--- src/rtl/seqw_pkg.sv ---
// Shared types for the seed and wipe sequencer.
// Assumes: wipe requests use a 4-bit code with one active and one inactive value.
package seqw_pkg;
    typedef enum logic [3:0] {
        S_IDLE, S_ADDR_KEY, S_DATA_KEY, S_SEED_RD, S_SEED_EVAL,
        S_HOLD, S_RESEED, S_WIPE, S_WIPE_RSP, S_OFF, S_DEAD
    } seq_state_e;

    localparam int MBW = 4;
    localparam logic [MBW-1:0] MB_ON  = 4'hA;
    localparam logic [MBW-1:0] MB_OFF = 4'h5;
endpackage

--- src/rtl/wipe_req_decode.sv ---
// Decodes the multi-bit wipe request of each stage.
// Only the exact active code counts as active. A code that is neither active nor
// inactive counts as inactive and sets a sticky error.
module wipe_req_decode
    import seqw_pkg::*;
#(
    parameter int NSTAGE = 3
) (
    input  logic                  clk,
    input  logic                  rst_n,
    input  logic [NSTAGE*MBW-1:0] req_i,
    output logic [NSTAGE-1:0]     on_o,
    output logic                  err_o
);
    logic [NSTAGE-1:0] bad;
    logic              err_q;

    for (genvar g = 0; g < NSTAGE; g++) begin : g_stage
        // Classify one stage code.
        assign on_o[g] = (req_i[g*MBW +: MBW] == MB_ON);
        assign bad[g]  = !on_o[g] && (req_i[g*MBW +: MBW] != MB_OFF);
    end

    // Sticky record of any malformed code.
    always_ff @(posedge clk) begin
        if (!rst_n) err_q <= 1'b0;
        else if (|bad) err_q <= 1'b1;
    end

    assign err_o = err_q;

    // a malformed code is reported on the next cycle
    a_r3_bad_code_flags: assert property (@(posedge clk) disable iff (!rst_n)
        (|bad) |=> err_o);
    // the error never clears
    a_r3_err_sticky: assert property (@(posedge clk) disable iff (!rst_n)
        err_o |=> err_o);
endmodule

--- src/rtl/seed_reader.sv ---
// Seed double-read bookkeeping: a counter, a validate flag, storage and a compare.
// Assumes read data comes with rd_valid while rd_en is high, and eval_en is high
// for exactly one cycle after each read.
module seed_reader #(
    parameter int NSEEDS = 2,
    parameter int DW     = 32
) (
    input  logic                 clk,
    input  logic                 rst_n,
    input  logic                 rd_en,
    input  logic                 eval_en,
    input  logic                 rd_valid,
    input  logic [DW-1:0]        rd_data,
    output logic [$clog2(NSEEDS+1)-1:0] cnt_o,
    output logic                 all_done_o,
    output logic [NSEEDS*DW-1:0] seeds_o,
    output logic                 err_o
);
    localparam int CW = $clog2(NSEEDS + 1);

    logic [CW-1:0]     cnt_q;
    logic              validate_q;
    logic              err_q;
    logic [NSEEDS-1:0] miss;
    logic              take;

    assign take = rd_en && rd_valid;

    // Seed counter and pass flag, moved on in the evaluation cycle.
    always_ff @(posedge clk) begin
        if (!rst_n) begin
            cnt_q      <= '0;
            validate_q <= 1'b0;
        end else if (eval_en) begin
            validate_q <= !validate_q;
            if (validate_q) cnt_q <= cnt_q + 1'b1;
        end
    end

    for (genvar g = 0; g < NSEEDS; g++) begin : g_slot
        logic [DW-1:0] slot_q;
        // Store the first-pass value of this slot.
        always_ff @(posedge clk) begin
            if (!rst_n) slot_q <= '0;
            else if (take && !validate_q && cnt_q == CW'(g)) slot_q <= rd_data;
        end
        assign miss[g]             = take && validate_q && cnt_q == CW'(g) && slot_q != rd_data;
        assign seeds_o[g*DW +: DW] = slot_q;
    end

    // Sticky mismatch flag.
    always_ff @(posedge clk) begin
        if (!rst_n) err_q <= 1'b0;
        else if (|miss) err_q <= 1'b1;
    end

    assign cnt_o      = cnt_q;
    assign all_done_o = (cnt_q == CW'(NSEEDS));
    assign err_o      = err_q;

    // the counter never passes the number of seeds
    a_r5_cnt_bound: assert property (@(posedge clk) disable iff (!rst_n)
        cnt_q <= CW'(NSEEDS));
    // a seed error never clears
    a_r6_err_sticky: assert property (@(posedge clk) disable iff (!rst_n)
        err_q |=> err_q);
endmodule

--- src/rtl/wipe_index.sv ---
// Wipe entry index. It advances on each finished entry and flags the last entry.
// Assumes step is only high while the sequencer is wiping.
module wipe_index #(
    parameter int NWIPE = 3
) (
    input  logic                       clk,
    input  logic                       rst_n,
    input  logic                       step,
    output logic [$clog2(NWIPE)-1:0]   idx_o,
    output logic                       last_o
);
    localparam int IW = $clog2(NWIPE);

    logic [IW-1:0] idx_q;

    // Advance the index, holding at the last entry.
    always_ff @(posedge clk) begin
        if (!rst_n) idx_q <= '0;
        else if (step && !last_o) idx_q <= idx_q + 1'b1;
    end

    assign idx_o  = idx_q;
    assign last_o = (idx_q == IW'(NWIPE - 1));

    // each finished non-last entry advances the index by one
    a_r8_idx_step: assert property (@(posedge clk) disable iff (!rst_n)
        (step && !last_o) |=> idx_o == $past(idx_o) + 1'b1);
endmodule

--- src/rtl/seedwipe_seq.sv ---
// Top sequencer: key fetch, seed double-read, reseed, wipe and response.
// Assumes the handshake inputs are synchronous to clk. The disable input only has
// an effect until the final wipe entry has been taken.
module seedwipe_seq
    import seqw_pkg::*;
#(
    parameter int NSEEDS = 2,
    parameter int DW     = 32,
    parameter int NWIPE  = 3
) (
    input  logic                          clk,
    input  logic                          rst_n,
    input  logic                          init_i,
    input  logic                          disable_i,
    input  logic                          prov_en_i,
    input  logic [3:0]                    wipe_init_i,
    input  logic [3:0]                    wipe_key_i,
    input  logic [3:0]                    wipe_wait_i,
    output logic                          addr_key_req_o,
    input  logic                          addr_key_ack_i,
    output logic                          data_key_req_o,
    input  logic                          data_key_ack_i,
    output logic                          rd_req_o,
    output logic [$clog2(NSEEDS+1)-1:0]   rd_seed_idx_o,
    input  logic                          rd_done_i,
    input  logic                          rd_valid_i,
    input  logic [DW-1:0]                 rd_data_i,
    output logic [NSEEDS*DW-1:0]          seed_o,
    output logic                          reseed_req_o,
    input  logic                          reseed_ack_i,
    output logic                          wipe_go_o,
    output logic [$clog2(NWIPE)-1:0]      wipe_idx_o,
    input  logic                          wipe_done_i,
    input  logic                          eng_err_i,
    output logic                          wipe_done_o,
    output logic                          wipe_ok_o,
    output logic                          fatal_o
);
    seq_state_e st_q, nxt;
    logic [2:0] stg_on;
    logic       state_err, seed_err, seeds_done, wipe_last;
    logic       fsm_bad, fsm_err_q, eng_err_q, ok_q, wiped;

    wipe_req_decode #(.NSTAGE(3)) u_dec (
        .clk   (clk),
        .rst_n (rst_n),
        .req_i ({wipe_wait_i, wipe_key_i, wipe_init_i}),
        .on_o  (stg_on),
        .err_o (state_err)
    );

    seed_reader #(.NSEEDS(NSEEDS), .DW(DW)) u_seed (
        .clk        (clk),
        .rst_n      (rst_n),
        .rd_en      (rd_req_o),
        .eval_en    (st_q == S_SEED_EVAL),
        .rd_valid   (rd_valid_i),
        .rd_data    (rd_data_i),
        .cnt_o      (rd_seed_idx_o),
        .all_done_o (seeds_done),
        .seeds_o    (seed_o),
        .err_o      (seed_err)
    );

    wipe_index #(.NWIPE(NWIPE)) u_widx (
        .clk    (clk),
        .rst_n  (rst_n),
        .step   (wipe_go_o && wipe_done_i),
        .idx_o  (wipe_idx_o),
        .last_o (wipe_last)
    );

    assign wiped = (st_q == S_WIPE_RSP) || (st_q == S_DEAD);

    // Next-state selection, with the disable override applied last.
    always_comb begin
        nxt     = st_q;
        fsm_bad = 1'b0;
        case (st_q)
            S_IDLE:      if (stg_on[0]) nxt = S_WIPE;
                         else if (init_i) nxt = S_ADDR_KEY;
            S_ADDR_KEY:  if (stg_on[1]) nxt = S_WIPE;
                         else if (addr_key_ack_i) nxt = S_DATA_KEY;
            S_DATA_KEY:  if (stg_on[1]) nxt = S_WIPE;
                         else if (data_key_ack_i) nxt = prov_en_i ? S_SEED_RD : S_HOLD;
            S_SEED_RD:   if (seeds_done) nxt = S_HOLD;
                         else if (rd_done_i) nxt = S_SEED_EVAL;
            S_SEED_EVAL: nxt = S_SEED_RD;
            S_HOLD:      if (stg_on[2]) nxt = S_RESEED;
            S_RESEED:    if (reseed_ack_i) nxt = S_WIPE;
            S_WIPE:      if (wipe_done_i && wipe_last) nxt = S_WIPE_RSP;
            S_WIPE_RSP:  nxt = S_DEAD;
            S_OFF:       nxt = S_OFF;
            S_DEAD:      nxt = S_DEAD;
            default: begin
                nxt     = S_DEAD;
                fsm_bad = 1'b1;
            end
        endcase
        if (disable_i && nxt != S_DEAD && !wiped) nxt = S_OFF;
    end

    // State register.
    always_ff @(posedge clk) begin
        if (!rst_n) st_q <= S_IDLE;
        else        st_q <= nxt;
    end

    // Sticky FSM and engine errors, and the result taken in the response cycle.
    always_ff @(posedge clk) begin
        if (!rst_n) begin
            fsm_err_q <= 1'b0;
            eng_err_q <= 1'b0;
            ok_q      <= 1'b0;
        end else begin
            if (fsm_bad)   fsm_err_q <= 1'b1;
            if (eng_err_i) eng_err_q <= 1'b1;
            if (st_q == S_WIPE_RSP) ok_q <= !(seed_err || fatal_o);
        end
    end

    assign addr_key_req_o = (st_q == S_ADDR_KEY);
    assign data_key_req_o = (st_q == S_DATA_KEY);
    assign rd_req_o       = (st_q == S_SEED_RD) && !seeds_done;
    assign reseed_req_o   = (st_q == S_RESEED);
    assign wipe_go_o      = (st_q == S_WIPE);
    assign wipe_done_o    = (st_q == S_DEAD);
    assign wipe_ok_o      = (st_q == S_DEAD) && ok_q;
    assign fatal_o        = state_err || fsm_err_q || eng_err_q;

    // disable before the response parks the sequencer with all requests low
    a_r10_disable_parks: assert property (@(posedge clk) disable iff (!rst_n)
        (disable_i && !wiped) |=> !(addr_key_req_o || data_key_req_o || rd_req_o
                                    || reseed_req_o || wipe_go_o || wipe_done_o));
    // the response is terminal
    a_r9_done_holds: assert property (@(posedge clk) disable iff (!rst_n)
        wipe_done_o |=> wipe_done_o && $stable(wipe_ok_o));
    // a key-stage wipe request pre-empts the key fetch
    a_r4_key_preempt: assert property (@(posedge clk) disable iff (!rst_n)
        ((addr_key_req_o || data_key_req_o) && stg_on[1] && !disable_i) |=> wipe_go_o);
    // the address key ack leads to the data key request
    a_r2_key_order: assert property (@(posedge clk) disable iff (!rst_n)
        (addr_key_req_o && addr_key_ack_i && !stg_on[1] && !disable_i) |=> data_key_req_o);
    // the fatal error never clears
    a_r11_fatal_sticky: assert property (@(posedge clk) disable iff (!rst_n)
        fatal_o |=> fatal_o);
    // at most one handshake request at a time
    a_r2_one_request: assert property (@(posedge clk) disable iff (!rst_n)
        $onehot0({addr_key_req_o, data_key_req_o, rd_req_o, reseed_req_o, wipe_go_o}));
endmodule

--- config.mk ---
export PLATFORM = sky130hd
export DESIGN_NAME = seedwipe_seq
export DESIGN_NICKNAME = d
export VERILOG_FILES = /design/src/rtl/seqw_pkg.sv /design/src/rtl/wipe_req_decode.sv /design/src/rtl/seed_reader.sv /design/src/rtl/wipe_index.sv /design/src/rtl/seedwipe_seq.sv
export SDC_FILE = /design/constraint.sdc
export NUM_CORES = 1
export LEC_CHECK = 0
export CORE_ASPECT_RATIO = 0.8
export CORE_MARGIN = 2
export CORE_UTILIZATION = 45
export DETAILED_ROUTE_END_ITERATION = 8
export PLACE_DENSITY = 0.79
export SLEW_MARGIN = 5
export SYNTH_ARGS = -nofsm -noshare
export SYNTH_HDL_FRONTEND = slang
export SYNTH_HIERARCHICAL = 1
export SYNTH_SLANG_ARGS = --single-unit
--- constraint.sdc ---
create_clock -name clk -period 3.4 [get_ports clk]
set_clock_uncertainty 0.05 [all_clocks]
set_input_delay 0.34 -clock clk [delete_from_list [all_inputs] [get_ports clk]]
set_output_delay 0.34 -clock clk [all_outputs]
set_load 0.02 [all_outputs]
==> results.yml, run 1 <==
worst_setup_path:
  cp-start-kind: "flip-flop"
  endpoint_kind: "output port"
  cp.required_ps: 3010
  cp.arrival_ps: 2460
  crit_type: "flip-flop to output port"
  cp_max_fo: 14
  worstReg2RegStart: "st_q[0]"
  cp-startpoint: "st_q[0]"
global_route:
  use_met3_pct: 6.48
  use_met1_pct: 34.1
  grt_pass1_wl_um: 18200
  grt_util_met2_pct: 38.8
  overflow: 0
  grt_pass1_vias: 3467
  grt.total_usage_pct: 24.9
  busiest_layer: "met2"
  antenna_found_initial: 0
  grt_max_degree: 49
sta:
  period_minus_slack_ps: 2850
  relSlewSlack_pct: 49.7
  layout_worst_path_cycle_share_pct: 83.9
  finalSetupViolCount: 0
  finalHoldViolCount: 0
  tightest_slew_ps: 754
  drv_slew: 0
  fin_tns_setup_ps: 0
  fmax_mhz: 351
  rsz0062_at_grt: "false"
yosys:
  syn_nets: 542
  synth_area_leaders: "dfxtp_1 39%, xnor2_1 14%, nand2_1 13%"
  synth_edf_count: 0
  netlist.area_leader.share_pct: 38.9
  synth_warnings: 6
  yosys.area.top_type: "dfxtp_1"
  synthCells: 482
  yosysMostFrequentCell: "nand2_1"
  async_flop_share_pct: 0
  syn_area_mm2: 0.00401
  synth_top_flop_cell: "dfxtp_1"
  synth_cell_type_count: 47
  synth_seq_cells: 78
  ys_seq_area_share_pct: 38.9
  syn_avg_cell_area_um2: 8.32
  synth_commonest_cells: "137 x nand2_1, 78 x dfxtp_1, 65 x xnor2_1"
pwr:
  leakage_nw: 1.77
  powerDensity_mw_per_mm2: 357
  ir_drop_uv: 251
routing:
  vias: 3820
  ant_nets: 0
  first_pass_iters: 5
  wl_per_cell_um: 16.7
  vias_per_cell: 5.27
  drc: 0
  routed_wl_um: 12100
  drt-initial-drc-count: 186
clock_tree:
  cts.hold.buffers_added: 0
  cts_root_buffer: "clkbuf_8"
  cts.sinks: 78
  cts_max_path_buffers: 2
  cts_tree: "built"
  postCtsSetupBuffers: 0
  cts.clk_slew.worst_paths_ps: 80
  cts_resized: 0
  clk_latency_ps: 360
  htreeDepth: 3
  cts-buffers-inserted: 9
finish:
  ff_latch_area_mm2: 0.00156
  antenna_cells: 0
  fill_cells: 735
  layout.nets: 668
  drive_above_1_share_pct: 5.06
  final_util_pct: 65.9
  multi_input_area_mm2: 0.00232
  area_growth_pct: 40.6
hold_path:
  worstHoldPathType: "flip-flop to flip-flop"
  hold_path.startpoint: "fsm_err_q"
job:
  maxCapViolCount: 0
floorplanning:
  core_area_mm2: 0.00856
  rows: 30
  die_area_mm2: 0.00969
  io_pins: 132
  die_h_um: 88.5
  initial_core_util_pct: 46.9
  die_width_um: 110
place:
  hpwl_um: 8930
  io_buffers: 131
  place.gp.congestion: 0.870
status:
  status: "complete, no violations"
## through the flow
stage / setup WS (ps) / power (W) / area [um2] / hold slack [ps] / std cells
after floorplan: 758 / 0.00107 / 4010 / 384 / 482
after global placement: 1040 / 0.00119 / 5400 / 392 / 709
after detailed placement: 951 / 0.00120 / 5400 / 401 / 709
after CTS: 561 / 0.00203 / 5640 / 422 / 725
after global routing: 367 / 0.00209 / 5640 / 441 / 725
final: 547 / 0.00201 / 5640 / 415 / 725
## cell type report
cell class / count / share of cell area (%)
inverter: 7 / 0.466
timing repair buffer: 137 / 24.0
sequential: 78 / 27.7
multi-input combinational: 375 / 41.2
tap: 112 / 2.48
clock inverter: 5 / 1.89
clock buffer: 11 / 2.33
## worst paths after layout
kind                            endpoint  slack [ps]  cells after the start
max                             rd_req_o         550                      3
min                            fsm_err_q         410                      1
max reg2reg  u_seed/g_slot[0].slot_q[20]         900                      7
min reg2reg                    fsm_err_q         410                      1
## flip-flops by register name, summed over array words and instances (netlist names)
name,flops
u_seed/g_slot.slot_q,64
st_q,4
u_seed/cnt_o,2
u_widx/idx_o,2
eng_err_q,1
fsm_err_q,1
ok_q,1
u_dec/err_o,1
u_seed/err_o,1
u_seed/validate_q,1
## cell families (layout without fill, tap and decap cells)
family	count (synthesis)	in the layout	share of synthesized area, %
compound gates	96	96	17.6
xor+xnor	67	67	14.6
simple gates	208	208	24.5
fa+ha+maj	4	4	1.25
flops	78	78	38.9
buf+inv	29	160	3.15
## layer usage
layer / routed length (um) / part of all wire (%)
met2: 5530 / 46
met4: 118 / 0.98
met1: 5590 / 46
met3: 858 / 7.1
met5: 0 / 0
## worst max-delay path: stages, from the launching register on
cell             delay (ps)
dfxtp_1                 620
nand2_1                 200
nor4_1                  550
clkdlybuf4s50_1         740
## power by group
| group | internal [W] | total (W) | switching, W |
|---|---|---|---|
| Combinational | 0.000130 | 0.000240 | 0.000110 |
| Sequential | 0.000922 | 0.000939 | 0.0000171 |
| Clock | 0.000491 | 0.000835 | 0.000344 |
## placed cells by master (no fill, tap or decap), drive strengths merged, types with 2 or more instances in the layout
master,count
ha,4
nand4,16
o31a,2
a211oi,2
nand2,137
clkbuf,11
xor2,2
and4bb,5
o21a,3
nor4,6
a21boi,65
nor2,8
nor2b,5
dfxtp,78
o22ai,2
nand2b,5
nor3,6
o21ai,7
buf,7
bufinv,3
a21oi,5
clkdlybuf4s50,130
nand3,7
inv,8
xnor2,65
and2,4
a31oi,2
(Power assumes the default switching activity.)
==> inputs of run 2 (changes only) <==
Settings changed: CORE_UTILIZATION 45 to 42, PLACE_DENSITY 0.79 to 0.77.
Clock period 3.4 ns to 2.3 ns, I/O delays scaled along.
==> run 2 against run 1 <==
Effect of this change:
- non-clock buffer count grew 6
- clock power grew 83%
- die area grew 6.8%
- sequential cell count is the same
- combinational power grew 56%
==> results.yml, run 2 (synthesis results as in run 1) <==
global_route:
  busiest_layer: "met2"
  antenna_found_initial: 0
  use_met3_pct: 6.54
  use_met1_pct: 34.3
  grt.total_usage_pct: 24.1
  grt_max_degree: 39
  overflow: 0
  grt_pass1_vias: 3693
  grt_pass1_wl_um: 19500
  grt_util_met2_pct: 35.5
pwr:
  ir_drop_uv: 289
  leakage_nw: 1.89
  p_comb_share_pct: 11.3
  p_clk_share_pct: 46.5
  pwr-share-seq_pct: 42.1
  p_int_w: 0.00252
  switching_share_pct: 23.5
  powerDensity_mw_per_mm2: 567
  switchingPower_w: 0.000774
  power_w: 0.00330
floorplanning:
  rows: 31
  die_area_mm2: 0.0104
  die_width_um: 113
  die_h_um: 91.4
  io_pins: 132
  core_area_mm2: 0.00915
  initial_core_util_pct: 43.8
finish:
  largest_register_ffs: 64
  regMostFlops: "u_seed/g_slot.slot_q"
  layout_commonest_cell: "nand2_1"
  top_regs: "u_seed/g_slot.slot_q (64), st_q (4)"
  drive_above_1_share_pct: 6.95
  layout.nets: 674
  final_cell_mix: "137 x nand2_1, 126 x clkdlybuf4s50_1, 75 x dfxtp_1"
  antenna_cells: 0
  area_growth_pct: 45.0
worst_setup_path:
  cp_num_buf_inv: 1
  cp_max_fo: 17
  cp_slowest_cell: "clkdlybuf4s50_1"
  crit_chain: "nand2b_1 > nor3_1 > clkdlybuf4s50_1"
  cp-start-kind: "flip-flop"
  cp.required_ps: 2020
  cp_slowest_stage_delay_ps: 640
  crit_type: "flip-flop to output port"
  cp_top_family: "buffers and inverters"
  endpoint_kind: "output port"
  cp.arrival_ps: 1890
routing:
  routed_wl_um: 12500
  vias_per_cell: 5.28
  wl_per_cell_um: 17.1
  ant_nets: 0
  vias: 3876
  drt-initial-drc-count: 259
  drc: 0
  first_pass_iters: 5
sta:
  rsz0062_at_grt: "false"
  layout_worst_path_cycle_share_pct: 94.5
  relSlewSlack_pct: 74.4
  finalSetupViolCount: 0
  fmax_mhz: 460
  finalHoldViolCount: 0
  tightest_slew_ps: 381
  drv_slew: 0
  period_minus_slack_ps: 2170
  fin_tns_setup_ps: 0
  whs_ps: 274
hold_path:
  worstHoldPathType: "primary input to flip-flop"
clock_tree:
  postCtsSetupBuffers: 0
  cts_root_buffer: "clkbuf_16"
  cts.clk_slew.worst_paths_ps: 70
  cts_max_path_buffers: 2
  cts.hold.buffers_added: 0
  cts-buffers-inserted: 9
  clk_latency_ps: 330
  cts_tree: "built"
  htreeDepth: 3
  cts.sinks: 78
place:
  place.gp.congestion: 0.881
  io_buffers: 131
  hpwl_um: 9260
job:
  maxCapViolCount: 0
status:
  status: "complete, no violations"
[run 2: cell types whose count changed in the layout (fill, tap and decap cells not counted), sizes merged, moves of 2 or more]
cell           before  now
buf                 7   13
clkdlybuf4s50     130  126
dlygate4sd2         0    2
dlymetal6s2s        0    2
[run 2: cell type report]
type                    instances  area [um2]
well taps                     115         144
clock inverters                 6        92.6
inverters                       7        26.3
fillers                       785        3340
multi-input cells             375        2350
clock buffers                  10         229
repair buffers                143        1420
flip-flops and latches         78        1570
[run 2: path summary, 6_finish.rpt]
path / from / end / slack [ps] / cells past startpoint
worst max-delay path: st_q[2] / reseed_req_o / 130 / 3
worst max register to register: u_seed/cnt_o[0] / u_seed/g_slot[1].slot_q[10] / 210 / 8
worst min register to register: eng_err_q / eng_err_q / 420 / 1
worst min-delay path: rst_n / u_seed/g_slot[0].slot_q[0] / 270 / 2
[run 2: timing repair]
action	4_1_cts	5_1_grt
gates resized for setup	4	6
pin swaps	0	0
endpoints found under the setup margin	5	6
[run 2: metrics by stage]
| stage | instances | setup WS (ps) | utilization (%) | cell area, um2 |
|---|---|---|---|---|
| detailed placement | 718 | 175 | 59.8 | 5470 |
| global placement | 718 | 206 | 59.8 | 5470 |
| floorplan | 482 | 20.3 | - | 4020 |
| CTS | 734 | 15.1 | 63.3 | 5790 |
| finish | 734 | 126 | 63.6 | 5820 |
| global route | 734 | 29.8 | 63.6 | 5820 |
[run 2: per-layer routing]
layer	wire, um	up-vias
met3	1020	20
li1	-	1897
met4	262	0
met2	5590	153
met5	0	-
met1	5660	1806
[run 2: power groups by stage]
stage | clock network [W] | logic, W | registers (W)
floorplan | 0 | 0.000166 | 0.00141
finish | 0.00153 | 0.000374 | 0.00139
global route | 0.00162 | 0.000398 | 0.00139
CTS | 0.00155 | 0.000370 | 0.00139
global placement | 0 | 0.000366 | 0.00142
detailed placement | 0 | 0.000368 | 0.00142
[run 2: worst register-to-register path, stage by stage (launching register included)]
cell	delay, ps
dfxtp_1	400
inv_1	90
ha_1	250
nor4_4	320
nand2_1	150
nor2_2	150
buf_6	230
nand2_1	100
a21boi_0	250
